--- config.mk ---
export PLATFORM = sky130hd
export DESIGN_NAME = irq_tree
export DESIGN_NICKNAME = d
export VERILOG_FILES = /design/src/rtl/irq_tree_pkg.sv /design/src/rtl/irq_tree_latch.sv /design/src/rtl/irq_tree_ctrl.sv /design/src/rtl/irq_tree_dp.sv /design/src/rtl/irq_tree.sv
export SDC_FILE = /design/constraint.sdc
export NUM_CORES = 1
export LEC_CHECK = 0
export BUFFER_PORTS_ARGS = -buffer_cell sky130_fd_sc_hd__buf_2
export CELL_PAD_IN_SITES_DETAIL_PLACEMENT = 1
export CELL_PAD_IN_SITES_GLOBAL_PLACEMENT = 1
export CORE_ASPECT_RATIO = 2
export CORE_MARGIN = 5
export CORE_UTILIZATION = 36
export DETAILED_ROUTE_END_ITERATION = 10
export GPL_ROUTABILITY_DRIVEN = 0
export PLACE_DENSITY_LB_ADDON = 0.1
export SLEW_MARGIN = 25
export SYNTH_ARGS = -nofsm -noshare
export SYNTH_HDL_FRONTEND = slang
export SYNTH_SLANG_ARGS = --single-unit
--- constraint.sdc ---
create_clock -name clk -period 2 [get_ports clk]
set_input_delay 0.2 -clock clk [delete_from_list [all_inputs] [get_ports clk]]
set_output_delay 0.2 -clock clk [all_outputs]
set_load 0.01 [all_outputs]
--- src/rtl/irq_tree_pkg.sv ---
package irq_tree_pkg;
  localparam int REG_W     = 8;
  localparam int PRIM_EV_W = 5;
  localparam int SIG_EV_W  = 7;
  localparam int NUM_BEAR  = 2;
  localparam int SUM_SIG_BIT = 2;
  localparam logic [7:0] MASK_ADDR = 8'h06;
  localparam logic [7:0] SIG_ADDR  = 8'h07;
  localparam logic [REG_W-1:0] MASK_RST = '1;

  typedef struct packed {
    logic                rdPrim;
    logic                rdMask;
    logic                rdSig;
    logic [NUM_BEAR-1:0] rdBear;
    logic                wrMask;
  } busStrobe_t;
endpackage

--- src/rtl/irq_tree_latch.sv ---
module irq_tree_latch #(
  parameter int W = 8
) (
  input  logic         clk,
  input  logic         rstN,
  input  logic [W-1:0] setV,
  input  logic [W-1:0] clrV,
  output logic [W-1:0] q
);
  // set has priority over clear in the same cycle
  always_ff @(posedge clk) begin
    if (!rstN) q <= '0;
    else       q <= (q & ~clrV) | setV;
  end
endmodule

--- src/rtl/irq_tree_ctrl.sv ---
module irq_tree_ctrl
  import irq_tree_pkg::*;
#(
  parameter int ADDR_W = 8,
  parameter logic [ADDR_W-1:0] PRIM_ADDR = 8'h04,
  parameter logic [ADDR_W-1:0] B1_ADDR   = 8'h08,
  parameter logic [ADDR_W-1:0] B2_ADDR   = 8'h09
) (
  input  logic [ADDR_W-1:0] addr,
  input  logic              rdEn,
  input  logic              wrEn,
  output busStrobe_t        stb
);
  localparam logic [ADDR_W-1:0] MASK_A = ADDR_W'(MASK_ADDR);
  localparam logic [ADDR_W-1:0] SIG_A  = ADDR_W'(SIG_ADDR);

  always_comb begin
    stb.rdPrim    = rdEn && (addr == PRIM_ADDR);
    stb.rdMask    = rdEn && (addr == MASK_A);
    stb.rdSig     = rdEn && (addr == SIG_A);
    stb.rdBear[0] = rdEn && (addr == B1_ADDR);
    stb.rdBear[1] = rdEn && (addr == B2_ADDR);
    // only the mask register accepts writes
    stb.wrMask    = wrEn && (addr == MASK_A);
  end
endmodule

--- src/rtl/irq_tree_dp.sv ---
module irq_tree_dp
  import irq_tree_pkg::*;
(
  input  logic                           clk,
  input  logic                           rstN,
  input  busStrobe_t                     stb,
  input  logic [REG_W-1:0]               wrData,
  input  logic [PRIM_EV_W-1:0]           evPrim,
  input  logic [SIG_EV_W-1:0]            evSig,
  input  logic [NUM_BEAR-1:0][REG_W-1:0] evBear,
  output logic [REG_W-1:0]               rdData,
  output logic [REG_W-1:0]               maskQ,
  output logic [REG_W-1:0]               primRaw,
  output logic                           irqOut
);
  localparam int DIR_LO = REG_W - PRIM_EV_W;

  logic [PRIM_EV_W-1:0]           dirQ;
  logic [PRIM_EV_W-1:0]           dirClr;
  logic [SIG_EV_W-1:0]            sigQ;
  logic [NUM_BEAR-1:0][REG_W-1:0] bearQ;
  logic [NUM_BEAR-1:0]            sumBear;
  logic                           sumSig;
  logic [REG_W-1:0]               primVis;
  logic [REG_W-1:0]               sigVis;

  // mask register
  always_ff @(posedge clk) begin
    if (!rstN)           maskQ <= MASK_RST;
    else if (stb.wrMask) maskQ <= wrData;
  end

  // a primary read clears only the direct bits it actually showed
  assign dirClr = {PRIM_EV_W{stb.rdPrim}} & ~maskQ[REG_W-1:DIR_LO];

  irq_tree_latch #(.W(PRIM_EV_W)) u_dir (
    .clk(clk), .rstN(rstN), .setV(evPrim), .clrV(dirClr), .q(dirQ)
  );

  irq_tree_latch #(.W(SIG_EV_W)) u_sig (
    .clk(clk), .rstN(rstN), .setV(evSig),
    .clrV({SIG_EV_W{stb.rdSig}}), .q(sigQ)
  );

  for (genvar i = 0; i < NUM_BEAR; i++) begin : g_bear
    irq_tree_latch #(.W(REG_W)) u_bear (
      .clk(clk), .rstN(rstN), .setV(evBear[i]),
      .clrV({REG_W{stb.rdBear[i]}}), .q(bearQ[i])
    );
    // bearer 1 sits at bit 1, bearer 2 at bit 0
    assign sumBear[i] = |bearQ[i];
    assign primRaw[SUM_SIG_BIT-1-i] = sumBear[i];
  end

  assign sumSig  = |sigQ;
  assign primRaw[REG_W-1:DIR_LO] = dirQ;
  assign primRaw[SUM_SIG_BIT]    = sumSig;
  assign primVis = primRaw & ~maskQ;
  assign sigVis  = {sigQ, 1'b0};
  assign irqOut  = |primVis;

  always_comb begin
    rdData = '0;
    if (stb.rdPrim) rdData = rdData | primVis;
    if (stb.rdMask) rdData = rdData | maskQ;
    if (stb.rdSig)  rdData = rdData | sigVis;
    for (int i = 0; i < NUM_BEAR; i++)
      if (stb.rdBear[i]) rdData = rdData | bearQ[i];
  end
endmodule

--- src/rtl/irq_tree.sv ---
module irq_tree
  import irq_tree_pkg::*;
#(
  parameter int ADDR_W = 8,
  parameter logic [ADDR_W-1:0] PRIM_ADDR = 8'h04,
  parameter logic [ADDR_W-1:0] B1_ADDR   = 8'h08,
  parameter logic [ADDR_W-1:0] B2_ADDR   = 8'h09
) (
  input  logic              clk,
  input  logic              rstN,
  input  logic [ADDR_W-1:0] addr,
  input  logic [7:0]        wrData,
  input  logic              wrEn,
  input  logic              rdEn,
  output logic [7:0]        rdData,
  input  logic [4:0]        evPrim,
  input  logic [6:0]        evSig,
  input  logic [7:0]        evB1,
  input  logic [7:0]        evB2,
  output logic              irqOut
);
  busStrobe_t                     stb;
  logic [NUM_BEAR-1:0][REG_W-1:0] evBear;
  logic [REG_W-1:0]               maskQ;
  logic [REG_W-1:0]               primRaw;

  assign evBear[0] = evB1;
  assign evBear[1] = evB2;

  irq_tree_ctrl #(
    .ADDR_W(ADDR_W), .PRIM_ADDR(PRIM_ADDR), .B1_ADDR(B1_ADDR), .B2_ADDR(B2_ADDR)
  ) u_ctrl (
    .addr(addr), .rdEn(rdEn), .wrEn(wrEn), .stb(stb)
  );

  irq_tree_dp u_dp (
    .clk(clk), .rstN(rstN), .stb(stb), .wrData(wrData),
    .evPrim(evPrim), .evSig(evSig), .evBear(evBear),
    .rdData(rdData), .maskQ(maskQ), .primRaw(primRaw), .irqOut(irqOut)
  );
endmodule

==> out/metrics.csv <==
stage,metric,value,unit
power_and_ir_drop,Leakage,0.933,nW
floorplanning,core area,4600,um^2
routing,Post-Route WL,5210,um
synthesis,Post-Synth Adder-Cell Area,0,%
worst_setup_path,CP max FO,2,
finish,final net count,303,
place,Post-Place Setup Slack,0.149,ns
synthesis,Synth top area share,42.1,%
finish,number of inserted diodes,0,
global_routing,initial antenna violation count,0,
timing,min cycle time layout,1.96,ns
synthesis,Synth Area in Compound Gates,19.8,%
timing,period utilization,97.8,%
run,max-cap violations,0,
synthesis,mux cell area share after synthesis,8.78,%
hold_path,hold_sp,wrData[2],
floorplanning,Total Die Area,6310,um^2
synthesis,Yosys warnings,0,
timing,Finish-stage setup viols,0,
worst_setup_path,flop2flop setup slack,1.27,ns
clock_network,Num CTS Buffers,5,
floorplanning,Die Ht,107,um
timing,setup ws final,0.0450,ns
synthesis,largest cells by area after synthesis,"dfxtp_1 42%, a21oi_1 9.9%, nor2b_1 9.5%",
synthesis,Netlist cell types,33,
worst_setup_path,startpoint types,flip-flop,
synthesis,Post-synth EDFFs,0,
routing,Initial DRC Count,25,
hold_path,endpoint of the worst hold path,u_dp.maskQ[2]$_SDFFE_PN1P_,
timing,Final Max Slew Viols,0,
synthesis,Simple-Gate Fraction of Synth Area,25.9,%
synthesis,Avg Synthesized Cell Area,8.68,um^2
worst_setup_path,CP Class,flip-flop to primary output,
power_and_ir_drop,power per cell area,677,nW/um^2
worst_setup_path,Critical Path AT,1.76,ns
synthesis,"FFs w/ async S/R, synth",0,%
synthesis,post-synthesis sequential area ratio,42.1,%
clock_network,clock tree root driver cell,clkbuf_8,
worst_setup_path,CP max stage delay,0.41,ns
floorplanning,die width,58.7,um
floorplanning,Core Rows,35,
routing,DR vias,1690,
floorplanning,initial cell density of the core,37.2,%
routing,ANT nets after route,0,
clock_network,cts hold-fix bufs,0,
clock_network,clock-pin slew on the worst setup and hold paths,0.07,ns
worst_setup_path,critical path startpoint,u_dp.u_dir.q[0]$_SDFF_PN0_,
global_routing,Congestion Overflow GR,0,
clock_network,postcts setup bufs,0,
routing,Residual DRC,0,
place,detailed placement HPWL,4110,um
synthesis,commonest cells in the netlist,"36 x dfxtp_1, 34 x a21oi_1, 26 x nor2b_1",
floorplanning,IO Pins,57,
routing,Via-to-Cell Ratio,5.43,
power_and_ir_drop,Final Power,1.48,mW
worst_setup_path,cells along the critical path,"nor2b_2, a2111oi_2, o21ai_1, or4_1, buf_2",
routing,DR pass1 iterations,4,
global_routing,global-route wire length before repair,8040,um
timing,final hold violation count,0,
synthesis,cells after synthesis,197,
synthesis,largest family of logic cells by synthesized area,simple AND/OR/NAND/NOR gates,
synthesis,synthesized area,1710,um^2
timing,RSZ-0062 raised after global routing,yes,
timing,skew final,0.00444,ns
hold_path,HP Class,input port to flip-flop,
finish,Fill cells,587,
timing,Slew @ Worst Pin,0.540,ns
worst_setup_path,R2R depth,2,
clock_network,H-tree Lvls,2,
outcome,outcome,completed,
power_and_ir_drop,Worst VDD drop,0.643,mV
global_routing,vias in the first global route,1680,
synthesis,Post-Synth XOR/XNOR Area,0,%
routing,routed len/inst,16.8,um
clock_network,TritonCTS Sinks,36,
clock_network,clock tree buffer depth,2,
worst_setup_path,r2r startpoint,u_dp.maskQ[5]$_SDFFE_PN1P_,
finish,layout cells sized above 1,30.9,%
synthesis,most area-hungry cell type in the Yosys netlist,dfxtp_1,
timing,fmax,512,MHz
worst_setup_path,Crit path required time,1.80,ns
synthesis,most common cell in the netlist,dfxtp_1,
global_routing,GRT Overall Usage,16.9,%
global_routing,largest net degree at the start of global routing,37,
clock_network,CTS tree,done,
worst_setup_path,"Max stage delay cell, worst path",or4_1,
finish,P&R area growth vs syn,27.5,%
clock_network,clk_lat worst skew,0.29,ns
place,I/O Buffers,56,
worst_setup_path,r2r endpoint,u_dp.maskQ[5]$_SDFFE_PN1P_,
worst_setup_path,Critical Path End Type,primary output,
hold_path,hold depth,3,
timing,Rel. slew slack,64.0,%
synthesis,dominant synthesized flop cell,dfxtp_1,
synthesis,syn nets,245,
synthesis,Yosys reg bits,36,
==> cell usage in the layout, fill, tap and decap left out, drive strengths merged, types with 2 or more instances in the layout <==
cell / netlist / layout
buf: 4 / 63
mux2i: 15 / 15
a221oi: 3 / 3
nor2: 8 / 8
o22ai: 4 / 4
clkbuf: 8 / 6
or3b: 2 / 2
a22o: 6 / 6
nor2b: 26 / 26
or4: 2 / 2
nor3: 3 / 3
nand2: 15 / 15
a21oi: 34 / 34
o21ai: 6 / 6
nand3: 3 / 3
nor4: 6 / 6
inv: 2 / 2
dfxtp: 36 / 36
==> registers in the layout, indices dropped and copies added (netlist names) <==
register and cells:
u_dp.u_dir.q 5, u_dp.g_bear.u_bear.q 16, u_dp.u_sig.q 7, u_dp.maskQ 8
==> how the worst max path moves through the flow <==
stage	end	slack [ns]	depth (start not counted)
6_report	irqOut	0.04	5
5_1_grt	irqOut	-0.06	5
4_1_cts	irqOut	-0.006	5
3_5_place_dp	u_dp.g_bear[0].u_bear.q[7]$_SDFF_PN0_	0.15	5
3_3_place_gp	u_dp.g_bear[0].u_bear.q[7]$_SDFF_PN0_	0.18	5
2_1_floorplan	rdData[7]	0.28	4
==> layout make-up <==
cell class	count	area, um^2	area share, %
Tap cell	55	68.8	3.16
Clock buffer	6	72.6	3.33
Sequential cell	36	727	33.3
Multi-Input combinational cell	147	956	43.8
Timing Repair Buffer	63	333	15.3
Inverter	2	7.51	0.344
Clock inverter	2	16.3	0.746
==> where the power goes <==
| part | switching [mW] | leakage [nW] | internal (mW) | total (mW) |
|---|---|---|---|---|
| Sequential | 0.0395 | 0.299 | 0.756 | 0.796 |
| Clock | 0.270 | 0.0414 | 0.248 | 0.517 |
| Combinational | 0.0759 | 0.593 | 0.0885 | 0.164 |
==> worst max-delay path, delay by kind of cell (launching register included) <==
kind | cells | cell delay [ns]
AOI/OAI and AO/OA | 2 | 0.43
buffers and inverters | 1 | 0.16
DFF | 1 | 0.31
and+or+nand+nor | 2 | 0.57
==> metrics by stage <==
step           hold WS (ns)  setup TNS (ns)  utilization, %  instances  instance area [um^2]
4_1_cts               0.116        -0.00576            47.0        311                  2160
5_1_grt               0.112         -0.0597            47.4        311                  2180
6_report              0.119               0            47.4        311                  2180
3_3_place_gp          0.419               0            44.8        303                  2060
2_1_floorplan         0.328               0               -        197                  1710
3_5_place_dp          0.423               0            44.8        303                  2060
==> metal layers <==
metal  part of all wire, %  vias to the layer above  global-route usage, %  wire length [um]
met5                     0                        -                      0                 0
met4                   2.4                        0                   6.32               127
met3                   5.1                       13                   3.36               267
met2                    54                       46                   30.4              2820
met1                    38                      799                   18.7              2000
li1                      -                      832                      -                 -
==> cells by family after synthesis <==
| group | count (synthesis) |
|---|---|
| and+or+nand+nor | 75 |
| DFF | 36 |
| AOI/OAI and AO/OA | 57 |
| buffers and inverters | 14 |
| muxes | 15 |
==> timing repair <==
item	in CTS	in global routing
resized for setup	5	5
hold endpoints to repair	0	0
pin swaps	1	0
setup endpoints to repair	1	1
No activity file was read; power rests on OpenSTA's default activity.
